--- config.mk ---
export PLATFORM = sky130hd
export DESIGN_NAME = rename_table
export DESIGN_NICKNAME = d
export VERILOG_FILES = /design/src/rtl/rat_pkg.sv /design/src/rtl/rat_row.sv /design/src/rtl/rat_read_port.sv /design/src/rtl/rename_table.sv
export SDC_FILE = /design/constraint.sdc
export NUM_CORES = 1
export LEC_CHECK = 0
export ABC_CLOCK_PERIOD_IN_PS = 2900
export BUFFER_PORTS_ARGS = -buffer_cell sky130_fd_sc_hd__buf_2
export CORE_ASPECT_RATIO = 1.4
export CORE_MARGIN = 2
export CORE_UTILIZATION = 52
export CTS_CLUSTER_DIAMETER = 50
export DETAILED_ROUTE_END_ITERATION = 7
export HOLD_SLACK_MARGIN = 0.15
export PLACE_DENSITY = 0.71
export SLEW_MARGIN = 30
export SYNTH_ARGS = -nofsm -noshare
export SYNTH_HDL_FRONTEND = slang
export SYNTH_HIERARCHICAL = 1
export SYNTH_SLANG_ARGS = --single-unit
--- constraint.sdc ---
create_clock -name clk -period 2.9 [get_ports clk]
set_input_delay 0.435 -clock clk [delete_from_list [all_inputs] [get_ports clk]]
set_output_delay 0.435 -clock clk [all_outputs]
set_load 0.01 [all_outputs]
--- src/rtl/rat_pkg.sv ---
`timescale 1ns/1ps
package rat_pkg;
  // Word held by a row right after reset.
  function automatic int unsigned reset_word(int unsigned row);
    return row * 17 + 3;
  endfunction

  // A pending row with the same tag as a live broadcast.
  function automatic logic tag_match(logic pending, logic bus_v, logic same_tag);
    return pending && bus_v && same_tag;
  endfunction
endpackage

--- src/rtl/rat_row.sv ---
`timescale 1ns/1ps
module rat_row #(
  parameter int DATA_W = 16,
  parameter int TAG_W  = 4,
  parameter int ROW    = 0
) (
  input  logic              clk,
  input  logic              rst_n,
  input  logic              ren_hit,
  input  logic [TAG_W-1:0]  ren_tag,
  input  logic              bus_valid,
  input  logic [TAG_W-1:0]  bus_tag,
  input  logic [DATA_W-1:0] bus_value,
  output logic              row_valid,
  output logic [TAG_W-1:0]  row_tag,
  output logic [DATA_W-1:0] row_value,
  output logic              bus_hit
);
  assign bus_hit = rat_pkg::tag_match(!row_valid, bus_valid, row_tag == bus_tag);

  always_ff @(posedge clk) begin
    if (!rst_n) begin
      row_valid <= 1'b1;
      row_tag   <= '0;
      row_value <= DATA_W'(rat_pkg::reset_word(ROW));
    end else if (ren_hit) begin
      row_valid <= 1'b0;
      row_tag   <= ren_tag;
    end else if (bus_hit) begin
      row_valid <= 1'b1;
      row_value <= bus_value;
    end
  end

  a_r3_rename_pends: assert property (@(posedge clk) disable iff (!rst_n)
    ren_hit |=> (!row_valid && row_tag == $past(ren_tag)));
  a_r4_capture: assert property (@(posedge clk) disable iff (!rst_n)
    (bus_hit && !ren_hit) |=> (row_valid && row_value == $past(bus_value)));
  a_r5_stale_ignored: assert property (@(posedge clk) disable iff (!rst_n)
    (!ren_hit && !row_valid && bus_valid && bus_tag != row_tag)
      |=> ($stable(row_valid) && $stable(row_tag) && $stable(row_value)));
  a_r8_rename_wins: assert property (@(posedge clk) disable iff (!rst_n)
    (ren_hit && bus_hit) |=> !row_valid);
endmodule

--- src/rtl/rat_read_port.sv ---
`timescale 1ns/1ps
module rat_read_port #(
  parameter int NUM_REGS = 8,
  parameter int DATA_W   = 16,
  parameter int TAG_W    = 4,
  localparam int IDX_W   = $clog2(NUM_REGS)
) (
  input  logic                            clk,
  input  logic                            rst_n,
  input  logic [IDX_W-1:0]                idx,
  input  logic [NUM_REGS-1:0]             valid_vec,
  input  logic [NUM_REGS-1:0][TAG_W-1:0]  tag_vec,
  input  logic [NUM_REGS-1:0][DATA_W-1:0] value_vec,
  input  logic                            bus_valid,
  input  logic [TAG_W-1:0]                bus_tag,
  input  logic [DATA_W-1:0]               bus_value,
  output logic                            ready,
  output logic [DATA_W-1:0]               value,
  output logic [TAG_W-1:0]                tag,
  output logic                            fwd
);
  logic              sel_valid;
  logic [TAG_W-1:0]  sel_tag;
  logic [DATA_W-1:0] sel_value;

  assign sel_valid = valid_vec[idx];
  assign sel_tag   = tag_vec[idx];
  assign sel_value = value_vec[idx];
  assign fwd       = rat_pkg::tag_match(!sel_valid, bus_valid, sel_tag == bus_tag);

  always_comb begin
    ready = sel_valid || fwd;
    tag   = ready ? '0 : sel_tag;
    if (sel_valid)  value = sel_value;
    else if (fwd)   value = bus_value;
    else            value = '0;
  end

  a_r2_ready_read: assert property (@(posedge clk) disable iff (!rst_n)
    valid_vec[idx] |-> (ready && value == value_vec[idx] && tag == '0));
  a_r6_forward: assert property (@(posedge clk) disable iff (!rst_n)
    (!valid_vec[idx] && bus_valid && bus_tag == tag_vec[idx]) |-> (ready && value == bus_value));
  a_r3_pending_read: assert property (@(posedge clk) disable iff (!rst_n)
    (!valid_vec[idx] && !(bus_valid && bus_tag == tag_vec[idx]))
      |-> (!ready && tag == tag_vec[idx] && value == '0));
endmodule

--- src/rtl/rename_table.sv ---
`timescale 1ns/1ps
module rename_table #(
  parameter int NUM_REGS = 8,
  parameter int DATA_W   = 16,
  parameter int TAG_W    = 4,
  localparam int IDX_W   = $clog2(NUM_REGS)
) (
  input  logic              clk,
  input  logic              rst_n,
  input  logic [IDX_W-1:0]  rd_a_idx,
  output logic              rd_a_ready,
  output logic [DATA_W-1:0] rd_a_value,
  output logic [TAG_W-1:0]  rd_a_tag,
  input  logic [IDX_W-1:0]  rd_b_idx,
  output logic              rd_b_ready,
  output logic [DATA_W-1:0] rd_b_value,
  output logic [TAG_W-1:0]  rd_b_tag,
  input  logic              ren_valid,
  input  logic              ren_slot_free,
  input  logic [IDX_W-1:0]  ren_idx,
  input  logic [TAG_W-1:0]  ren_tag,
  output logic              ren_accept,
  input  logic              bus_valid,
  input  logic [TAG_W-1:0]  bus_tag,
  input  logic [DATA_W-1:0] bus_value,
  output logic              tag_release,
  output logic [TAG_W-1:0]  release_tag
);
  logic [NUM_REGS-1:0]             valid_vec;
  logic [NUM_REGS-1:0][TAG_W-1:0]  tag_vec;
  logic [NUM_REGS-1:0][DATA_W-1:0] value_vec;
  logic [NUM_REGS-1:0]             bus_hit_vec;
  logic [NUM_REGS-1:0]             ren_hit_vec;
  logic                            fwd_a;
  logic                            fwd_b;

  assign ren_accept = ren_valid && ren_slot_free;

  for (genvar r = 0; r < NUM_REGS; r++) begin : g_row
    assign ren_hit_vec[r] = ren_accept && (ren_idx == IDX_W'(r));
    rat_row #(.DATA_W(DATA_W), .TAG_W(TAG_W), .ROW(r)) u_row (
      .clk(clk), .rst_n(rst_n),
      .ren_hit(ren_hit_vec[r]), .ren_tag(ren_tag),
      .bus_valid(bus_valid), .bus_tag(bus_tag), .bus_value(bus_value),
      .row_valid(valid_vec[r]), .row_tag(tag_vec[r]), .row_value(value_vec[r]),
      .bus_hit(bus_hit_vec[r])
    );
  end

  rat_read_port #(.NUM_REGS(NUM_REGS), .DATA_W(DATA_W), .TAG_W(TAG_W)) u_rd_a (
    .clk(clk), .rst_n(rst_n), .idx(rd_a_idx),
    .valid_vec(valid_vec), .tag_vec(tag_vec), .value_vec(value_vec),
    .bus_valid(bus_valid), .bus_tag(bus_tag), .bus_value(bus_value),
    .ready(rd_a_ready), .value(rd_a_value), .tag(rd_a_tag), .fwd(fwd_a)
  );

  rat_read_port #(.NUM_REGS(NUM_REGS), .DATA_W(DATA_W), .TAG_W(TAG_W)) u_rd_b (
    .clk(clk), .rst_n(rst_n), .idx(rd_b_idx),
    .valid_vec(valid_vec), .tag_vec(tag_vec), .value_vec(value_vec),
    .bus_valid(bus_valid), .bus_tag(bus_tag), .bus_value(bus_value),
    .ready(rd_b_ready), .value(rd_b_value), .tag(rd_b_tag), .fwd(fwd_b)
  );

  // No holder of bus_tag remains once the matching rows take the word or are overwritten.
  assign tag_release = |bus_hit_vec;
  assign release_tag = bus_tag;

  a_r7_blocked_rename: assert property (@(posedge clk) disable iff (!rst_n)
    (!ren_slot_free && !bus_valid) |=> ($stable(valid_vec) && $stable(tag_vec) && $stable(value_vec)));
  a_r9_release_needs_bus: assert property (@(posedge clk) disable iff (!rst_n)
    tag_release |-> (bus_valid && release_tag == bus_tag));
  a_r6_fwd_needs_bus: assert property (@(posedge clk) disable iff (!rst_n)
    (fwd_a || fwd_b) |-> tag_release);
  a_r3_single_row_renamed: assert property (@(posedge clk) disable iff (!rst_n)
    $onehot0(ren_hit_vec));
endmodule

==> results.sh, run 1 <==
export IMPL_crit_slowest_cell="mux4_2"
export IMPL_status="complete, but fails checks"
export IMPL_place_congestion=0.9552
export IMPL_layout_drive_gt1_share_pct=29.70
export IMPL_finClkSkew_ps=9.759
export IMPL_fin_nets=1209
export IMPL_violations="negative setup slack"
export IMPL_dr_total_vias=8861
export IMPL_startpoint="g_row[3].u_row/row_tag[2]$_SDFFE_PN0P_"
export IMPL_tightest_slew_ps=626.0
export IMPL_antennaDiodeCount=0
export IMPL_ant_nets=0
export IMPL_r2r_start="g_row[7].u_row/row_tag[2]$_SDFFE_PN0P_"
export IMPL_grt_pass1_wl_mm=48.49
export IMPL_dr_pass1_iters=5
export IMPL_crit_end="rd_a_value[12]"
export IMPL_wl_per_cell_um=21.88
export IMPL_post_route_period_util_pct=101.8
export IMPL_grt_pass1_vias=8687
export IMPL_hpwlAfterDp_mm=21.58
export IMPL_htreeDepth=4
export IMPL_cp_start_kind="flop"
export IMPL_antenna_found_initial=0
export IMPL_ff2ff_setup_slack_ps=1090
export IMPL_critPathMaxStageDelay_ps=520
export IMPL_drc=0
export IMPL_arrival_ps=2520
export IMPL_crit_type="reg -> out"
export IMPL_r2r_end="g_row[7].u_row/row_value[11]$_SDFFE_PN0P_"
export IMPL_clock_path_buffers=2
export IMPL_required_ps=2470
export IMPL_n_fill_cell=1788
export IMPL_rsz0062_at_grt="yes"
export IMPL_die_area_um2=22690
export IMPL_fmax_ghz=0.3387
export IMPL_clk_pin_slew_ps=70
export IMPL_clk_latency_ps=440
export IMPL_placement_rows=63
export IMPL_crit_fanout=6
export IMPL_io_pin_count=86
export IMPL_cts_tree="done"
export IMPL_syn_area_um2=11170
export IMPL_rr_worst_depth=6
export IMPL_wl_mm=31.55
export IMPL_core_area_um2=21130
export IMPL_slew_headroom_pct=58.04
export IMPL_synth_avg_cell_area_um2=10.13
export IMPL_drtIter0Drc=669
export IMPL_drv_cap=0
export IMPL_die_y_um=177.4
export IMPL_yosysWarnings=6
export IMPL_critPathCaptureType="output pin"
export IMPL_cts_num_sinks=168
export IMPL_slew_violations=0
export IMPL_grt_max_degree=103
export IMPL_p_per_area_nw_per_um2=421.9
export IMPL_area_delta_synth_final_pct=11.63
export IMPL_netlist_instances=1103
export IMPL_period_needed_ps=2953
export IMPL_regArea_um2=3381
export IMPL_start_util_pct=52.89
export IMPL_portBuffers=85
export IMPL_fp_dieW_um=127.9
export IMPL_cts_made_buffers=17
export IMPL_multi_input_area_um2=7216
export IMPL_root_buffer="clkbuf_16"
export IMPL_finalWorstSetupSlack_ps=-52.58
export IMPL_peakVddDrop_uv=363.5
export IMPL_whs_ps=348.2
export IMPL_viasPerCell=6.145
export IMPL_path_cells="mux2i_1, mux4_2, xor2_2, o2111ai_4, buf_8, o31ai_4, buf_2"
export IMPL_setup_viol=19
export IMPL_hold_viol=0
export IMPL_grt_use_total_pct=28.14
export IMPL_dp_slack_ps=-88.11
export IMPL_overflow=0
export IMPL_syn_nets=1141
export IMPL_power_leakage_uw=0.004356
export IMPL_hold_path_class="in -> reg"
worst max-delay path: cells and delay by family, from the launching register on:
family / cells / cell delay (ps)
AOI/OAI and AO/OA: 2 / 470
buffers and inverters: 2 / 420
DFF: 1 / 390
muxes: 2 / 590
xor gates and xnor gates: 1 / 200
sequential cells by signal, summed over array words and instances (netlist names):
register               cells
g_row.u_row/row_tag       32
g_row.u_row/row_valid      8
g_row.u_row/row_value    128
layout by cell type, fill, tap and decap left out, types with 5 or more instances in the layout:
master     count
o22ai_1        6
o31ai_4       10
o31a_1         8
buf_12        10
nor2_1        18
nand2b_1      14
mux4_2        70
nand3_2       11
buf_4         40
nand3b_1       8
xnor2_1       32
clkinv_2       6
nor3_4         8
nand2_1      270
dfxtp_2        5
buf_2         82
nor2b_1       90
clkbuf_16     17
mux2_2        44
a2bb2oi_1      8
mux2i_1      180
dfxtp_1      160
o31ai_2       22
stage by stage:
step	instance area, um^2	setup TNS [ps]	total power [uW]	cells	utilization [%]
after detailed placement	11740	-189.1	3080	1409	55.56
after CTS	12390	-192.8	5280	1441	58.67
after floorplan	11170	0	2844	1103	-
after global routing	12470	-2972	5432	1442	59.04
after global placement	11740	-56.63	3068	1409	55.56
final	12470	-571.5	5262	1442	59.04
repair_timing:
item / 4_1_cts / 5_1_grt
setup endpoints to repair: 42 / 40
resized for setup: 22 / 13
buffers inserted: 1 / 0
pin swaps: 5 / 17
hold buffers: 0 / 0
gates cloned: 1 / 1
metal layers:
| metal | global-route usage (%) | up-vias | part of all wire [%] |
|---|---|---|---|
| li1 | - | 4029 | - |
| met1 | 34.40 | 4352 | 40 |
| met2 | 47.91 | 379 | 49 |
| met3 | 4.251 | 101 | 5.9 |
| met4 | 14.61 | 0 | 4.9 |
| met5 | 0 | - | 0 |
where the power goes:
group / total (uW) / switching, uW / internal [uW]
Combinational: 732 / 438 / 294
Clock: 2200 / 932 / 1270
Sequential: 2330 / 13.5 / 2310
Total: 5260 / 1380 / 3880
worst min-delay path by stage:
stage	start	end	cells past startpoint
3_5_place_dp	g_row[2].u_row/row_value[9]$_SDFFE_PN0P_	g_row[2].u_row/row_value[9]$_SDFFE_PN0P_	2
6_report	bus_value[10]	g_row[3].u_row/row_value[10]$_SDFFE_PN0P_	3
4_1_cts	bus_value[1]	g_row[2].u_row/row_value[1]$_SDFFE_PN0P_	3
3_3_place_gp	g_row[2].u_row/row_value[6]$_SDFFE_PN0P_	g_row[2].u_row/row_value[6]$_SDFFE_PN0P_	2
2_1_floorplan	g_row[2].u_row/row_value[10]$_SDFFE_PN0P_	g_row[2].u_row/row_value[10]$_SDFFE_PN0P_	2
5_1_grt	bus_value[14]	g_row[0].u_row/row_value[14]$_SDFFE_PN0P_	3
area by class of cell:
| class | count | area share [%] |
|---|---|---|
| clock buffer | 20 | 3.581 |
| clock inverter | 10 | 0.8426 |
| inverter | 2 | 0.06019 |
| multi-input combinational | 843 | 57.85 |
| sequential | 168 | 27.10 |
| tap | 260 | 2.608 |
| timing repair buffer | 139 | 7.955 |
Power figures use the tool's default switching activity.
==> run 2, diff against run 1 <==
Settings changed: CORE_ASPECT_RATIO 1.4 to 1.5, TNS_END_PERCENT set to 10.
==> run 2 against run 1 <==
  * The run now ends clean
  * Critical path depth decreased by 1
  * Critical endpoint is now rd_a_value[3]
  * Via count decreased by 1.6%
  * Register-to-register slack better by 120 ps
  * Clock power rose by 2%
  * Flip-flop and latch count unchanged
  * Worst hold slack worse by 0.63 ps
  * Largest cell class unchanged
  * Maximum frequency up 4.7%
==> results.sh, run 2 (synthesized netlist as in run 1, its figures left out) <==
export IMPL_status="completed"
export IMPL_setup_viol=0
export IMPL_dr_pass1_iters=5
export IMPL_clk_pin_slew_ps=70
export IMPL_cts_num_sinks=168
export IMPL_largest_reg_flops=128
export IMPL_die_area_um2=22700
export IMPL_crit_type="reg -> out"
export IMPL_reg_top3="g_row.u_row/row_value (128), g_row.u_row/row_tag (32), g_row.u_row/row_valid (8)"
export IMPL_crit_slowest_cell="mux4_2"
export IMPL_area_delta_synth_final_pct=10.32
export IMPL_antenna_found_initial=1
export IMPL_dp_cells=1414
export IMPL_slew_headroom_pct=69.76
export IMPL_peakVddDrop_uv=365.5
export IMPL_layout_drive_gt1_share_pct=29.71
export IMPL_critPathCaptureType="output pin"
export IMPL_whs_ps=347.6
export IMPL_critPathMaxStageDelay_ps=520
export IMPL_power_leakage_uw=0.004320
export IMPL_post_cts_setup_buffer_count=0
export IMPL_drc=0
export IMPL_fp_dieW_um=123.7
export IMPL_post_route_period_util_pct=97.22
export IMPL_grt_pass1_vias=8440
export IMPL_cts_resized=8
export IMPL_io_pin_count=86
export IMPL_core_area_um2=21060
export IMPL_final_common_cell="nand2_1"
export IMPL_p_per_area_nw_per_um2=427.1
export IMPL_drv_cap=0
export IMPL_cts_made_buffers=17
export IMPL_wl_per_cell_um=21.11
export IMPL_overflow=0
export IMPL_post_dp_cell_area_um2=11690
export IMPL_regArea_um2=3381
export IMPL_stdcell_count=1447
export IMPL_path_cells="mux4_2, mux2i_2, nand3_2, buf_4, o31ai_2, buf_2"
export IMPL_fin_nets=1203
export IMPL_start_util_pct=53.04
export IMPL_portBuffers=85
export IMPL_finClkSkew_ps=9.799
export IMPL_fin_area_um2=12330
export IMPL_clock_path_buffers=2
export IMPL_period_needed_ps=2819
export IMPL_clk_latency_ps=440
export IMPL_grt_use_total_pct=27.76
export IMPL_hold_path_class="in -> reg"
export IMPL_tightest_slew_ps=453.6
export IMPL_grt_max_degree=86
export IMPL_cts_tree="done"
export IMPL_viasPerCell=6.023
export IMPL_wl_mm=30.54
export IMPL_layout_common_cells="nand2_1 (270), mux2i_1 (180), dfxtp_1 (160)"
export IMPL_place_congestion=0.9374
export IMPL_cts_hold_buf=0
export IMPL_ant_nets=0
export IMPL_multi_input_area_um2=7124
export IMPL_hpwlAfterDp_mm=21.24
export IMPL_crit_fanout=11
export IMPL_n_fill_cell=1798
export IMPL_root_buffer="clkbuf_16"
export IMPL_slew_violations=0
export IMPL_htreeDepth=4
export IMPL_arrival_ps=2380
export IMPL_dr_total_vias=8716
export IMPL_die_y_um=183.5
export IMPL_drtIter0Drc=724
export IMPL_fmax_ghz=0.3547
export IMPL_cp_start_kind="flop"
export IMPL_required_ps=2470
export IMPL_placement_rows=65
export IMPL_grt_pass1_wl_mm=47.16
export IMPL_hold_viol=0
export IMPL_top_register="g_row.u_row/row_value"
run 2: worst max-delay path, delay by kind of cell, from the launching register on:
| kind | cells | cell delay [ps] |
|---|---|---|
| compound gates | 1 | 240 |
| buf+inv | 2 | 380 |
| flops | 1 | 360 |
| mux | 2 | 830 |
| simple gates | 1 | 130 |
run 2: cell type report:
cell class	count	area share (%)
clock inverters	12	0.9440
diodes	1	0.02030
clock buffers	20	3.786
well taps	268	2.720
inverters	2	0.06090
multi-input cells	843	57.80
flip-flops and latches	168	27.43
repair buffers	133	7.247
run 2: path summary, 6_finish.rpt:
path                                                   from                                        end  slack (ps)  depth (start not counted)
setup / recovery      g_row[7].u_row/row_valid$_SDFFE_PN1P_                              rd_a_value[3]          80                          6
hold / removal                                bus_value[14]  g_row[2].u_row/row_value[14]$_SDFFE_PN0P_         350                          3
setup reg to reg     g_row[1].u_row/row_tag[0]$_SDFFE_PN0P_  g_row[1].u_row/row_value[15]$_SDFFE_PN0P_        1210                          5
hold reg to reg   g_row[6].u_row/row_value[14]$_SDFFE_PN0P_  g_row[6].u_row/row_value[14]$_SDFFE_PN0P_         470                          2
run 2: metal layers:
layer / track usage (%) / vias up / wire, um / part of all wire (%)
met5: 0 / - / 0 / 0
met4: 16.14 / 0 / 1672 / 5.5
met3: 4.529 / 99 / 1740 / 5.7
met2: 45.87 / 348 / 14850 / 49
met1: 33.72 / 4254 / 12280 / 40
li1: - / 4015 / - / -
run 2: power breakdown:
| part | internal [uW] | switching [uW] |
|---|---|---|
| sequential | 2310 | 14.8 |
| clock | 1260 | 976 |
| combinational | 280 | 417 |
run 2: stage by stage:
step                      TNS (ps)  power (uW)  utilization (%)  setup slack, ps
after CTS                        0        5305            58.30            19.86
after global placement           0        3060            55.49            138.9
after floorplan                  0        2844                -            407.0
after detailed placement         0        3071            55.49            65.57
final                            0        5265            58.52            80.66
after global routing        -5.310        5453            58.52           -5.310
==> run 3, diff against run 2 <==
Settings changed: CELL_PAD_IN_SITES_DETAIL_PLACEMENT set to 0, CELL_PAD_IN_SITES_GLOBAL_PLACEMENT set to 1, CORE_UTILIZATION 52 to 48, PLACE_DENSITY 0.71 to unset, PLACE_DENSITY_LB_ADDON set to 0.1.
==> run 3 against run 2 <==
  * Critical path depth rose by 1
  * Global-route usage down 0.62 points
  * Routed wire length increased by 6.7%
  * Worst hold slack got worse by 7.6 ps
  * Clock power down 2%
  * Total power down 0.46%
  * Final cell count rose by 0.90%
  * First-iteration DRC count shrank 20%
==> results.sh, run 3 (synthesized netlist as in run 1, its figures left out) <==
export IMPL_grt_pass1_vias=8028
export IMPL_drc=0
export IMPL_area_delta_synth_final_pct=10.88
export IMPL_htreeDepth=4
export IMPL_top_register="g_row.u_row/row_value"
export IMPL_r2r_end="g_row[4].u_row/row_value[15]$_SDFFE_PN0P_"
export IMPL_whs_ps=340.1
export IMPL_reg_top3="g_row.u_row/row_value (128), g_row.u_row/row_tag (32), g_row.u_row/row_valid (8)"
export IMPL_dp_cells=1428
export IMPL_die_area_um2=24540
export IMPL_placement_rows=68
export IMPL_clk_pin_slew_ps=70
export IMPL_wl_mm=32.58
export IMPL_crit_fanout=10
export IMPL_fmax_ghz=0.3520
export IMPL_clock_path_buffers=2
export IMPL_arrival_ps=2410
export IMPL_hpwlAfterDp_mm=23.02
export IMPL_utilization_pct=53.93
export IMPL_hold_depth=3
export IMPL_cts_tree="done"
export IMPL_required_ps=2470
export IMPL_stdcell_count=1460
export IMPL_cts_num_sinks=168
export IMPL_critPathCaptureType="output pin"
export IMPL_grt_use_total_pct=27.13
export IMPL_place_congestion=0.8828
export IMPL_root_buffer="clkbuf_16"
export IMPL_slew_violations=0
export IMPL_p_per_area_nw_per_um2=423.0
export IMPL_ff2ff_setup_slack_ps=1200
export IMPL_portBuffers=85
export IMPL_ant_nets=0
export IMPL_period_needed_ps=2841
export IMPL_fp_dieW_um=128.6
export IMPL_slew_headroom_pct=53.09
export IMPL_layout_common_cells="nand2_1 (270), mux2i_1 (180), dfxtp_1 (160)"
export IMPL_total_power_uw=5241
export IMPL_status="completed"
export IMPL_largest_reg_flops=128
export IMPL_finClkSkew_ps=9.234
export IMPL_io_pin_count=86
export IMPL_cts_hold_buf=0
export IMPL_drv_cap=0
export IMPL_dr_total_vias=8315
export IMPL_rsz0062_at_grt="yes"
export IMPL_grt_max_degree=101
export IMPL_overflow=0
export IMPL_clk_latency_ps=450
export IMPL_peakVddDrop_uv=404.6
export IMPL_core_area_um2=22970
export IMPL_r2r_start="g_row[4].u_row/row_tag[0]$_SDFFE_PN0P_"
export IMPL_layout_drive_gt1_share_pct=29.49
export IMPL_antenna_found_initial=0
export IMPL_grt_pass1_wl_mm=48.67
export IMPL_hold_viol=0
export IMPL_post_cts_setup_buffer_count=0
export IMPL_die_y_um=190.9
export IMPL_dr_pass1_iters=5
export IMPL_tightest_slew_ps=703.6
export IMPL_holdPathEnd="g_row[1].u_row/row_value[0]$_SDFFE_PN0P_"
export IMPL_post_route_period_util_pct=97.97
export IMPL_power_leakage_uw=0.004308
export IMPL_setup_viol=0
export IMPL_wl_per_cell_um=22.32
export IMPL_viasPerCell=5.695
export IMPL_fin_nets=1205
export IMPL_antennaDiodeCount=0
export IMPL_drtIter0Drc=581
export IMPL_crit_type="reg -> out"
export IMPL_final_common_cell="nand2_1"
export IMPL_hold_path_class="in -> reg"
export IMPL_rr_worst_depth=5
export IMPL_cts_made_buffers=17
export IMPL_cp_start_kind="flop"
export IMPL_min_delay_start="bus_value[0]"
export IMPL_start_util_pct=48.64
-- run 3: cell count changes in the layout (fill, tap and decap cells not counted), sizes merged --
| cell | previous run | this run |
|---|---|---|
| buf | 129 | 134 |
| clkbuf | 24 | 20 |
| clkinv | 6 | 3 |
| clkinvlp | 1 | 6 |
| diode | 1 | 0 |
| inv | 6 | 5 |
-- run 3: area by class of cell --
class	count	area, um^2
Fill cell	2080	10580
Multi-Input combinational cell	843	7158
Sequential cell	168	3378
Timing Repair Buffer	135	938.4
Clock buffer	19	432.9
Tap cell	280	350.3
Clock inverter	13	123.9
Inverter	2	7.507
-- run 3: worst max path at each step --
stage	startpoint	slack, ps	end	cells past startpoint
6_report	g_row[7].u_row/row_tag[2]$_SDFFE_PN0P_	60	rd_a_tag[3]	7
2_1_floorplan	rd_a_idx[2]	410	rd_a_value[14]	7
3_3_place_gp	rd_a_idx[0]	100	rd_a_value[4]	9
4_1_cts	g_row[4].u_row/row_tag[2]$_SDFFE_PN0P_	20	rd_a_value[8]	7
5_1_grt	g_row[7].u_row/row_tag[2]$_SDFFE_PN0P_	-60	rd_a_value[4]	7
3_5_place_dp	rd_a_idx[2]	110	rd_a_value[4]	8
-- run 3: power by group --
group	internal (uW)	switching (uW)	total [uW]
clock	1190	1010	2200
combinational	287	428	715
sequential	2310	15.3	2330
total	3790	1450	5240
-- run 3: routing by layer --
metal / share of wire, % / GRT usage [%] / wire length, um / vias to the layer above
met5: 0 / 0 / 0 / -
met2: 50 / 46.50 / 16230 / 218
met4: 4.0 / 12.04 / 1288 / 0
met3: 3.9 / 3.956 / 1276 / 51
li1: - / - / - / 4016
met1: 42 / 33.76 / 13790 / 4030
-- run 3: repair_timing --
item                                    in CTS  in global routing
pin swaps                                    0                  3
resized for setup                           11                  7
endpoints found under the setup margin      42                 42
-- run 3: per-stage QoR --
step | area, um^2 | setup TNS [ps] | worst slack (ps)
after floorplan | 11170 | 0 | 407.0
final | 12390 | 0 | 58.88
after CTS | 12330 | 0 | 20.27
after global placement | 11760 | 0 | 98.36
after global routing | 12390 | -581.0 | -58.49
after detailed placement | 11760 | 0 | 109.2
-- run 3: worst max-delay path, cell delays in order, from the launching register on --
cell	delay [ps]
dfxtp_4	400
mux2i_1	90
mux4_2	520
xor2_2	170
o2111ai_2	150
buf_4	220
o31a_1	280
buf_2	140
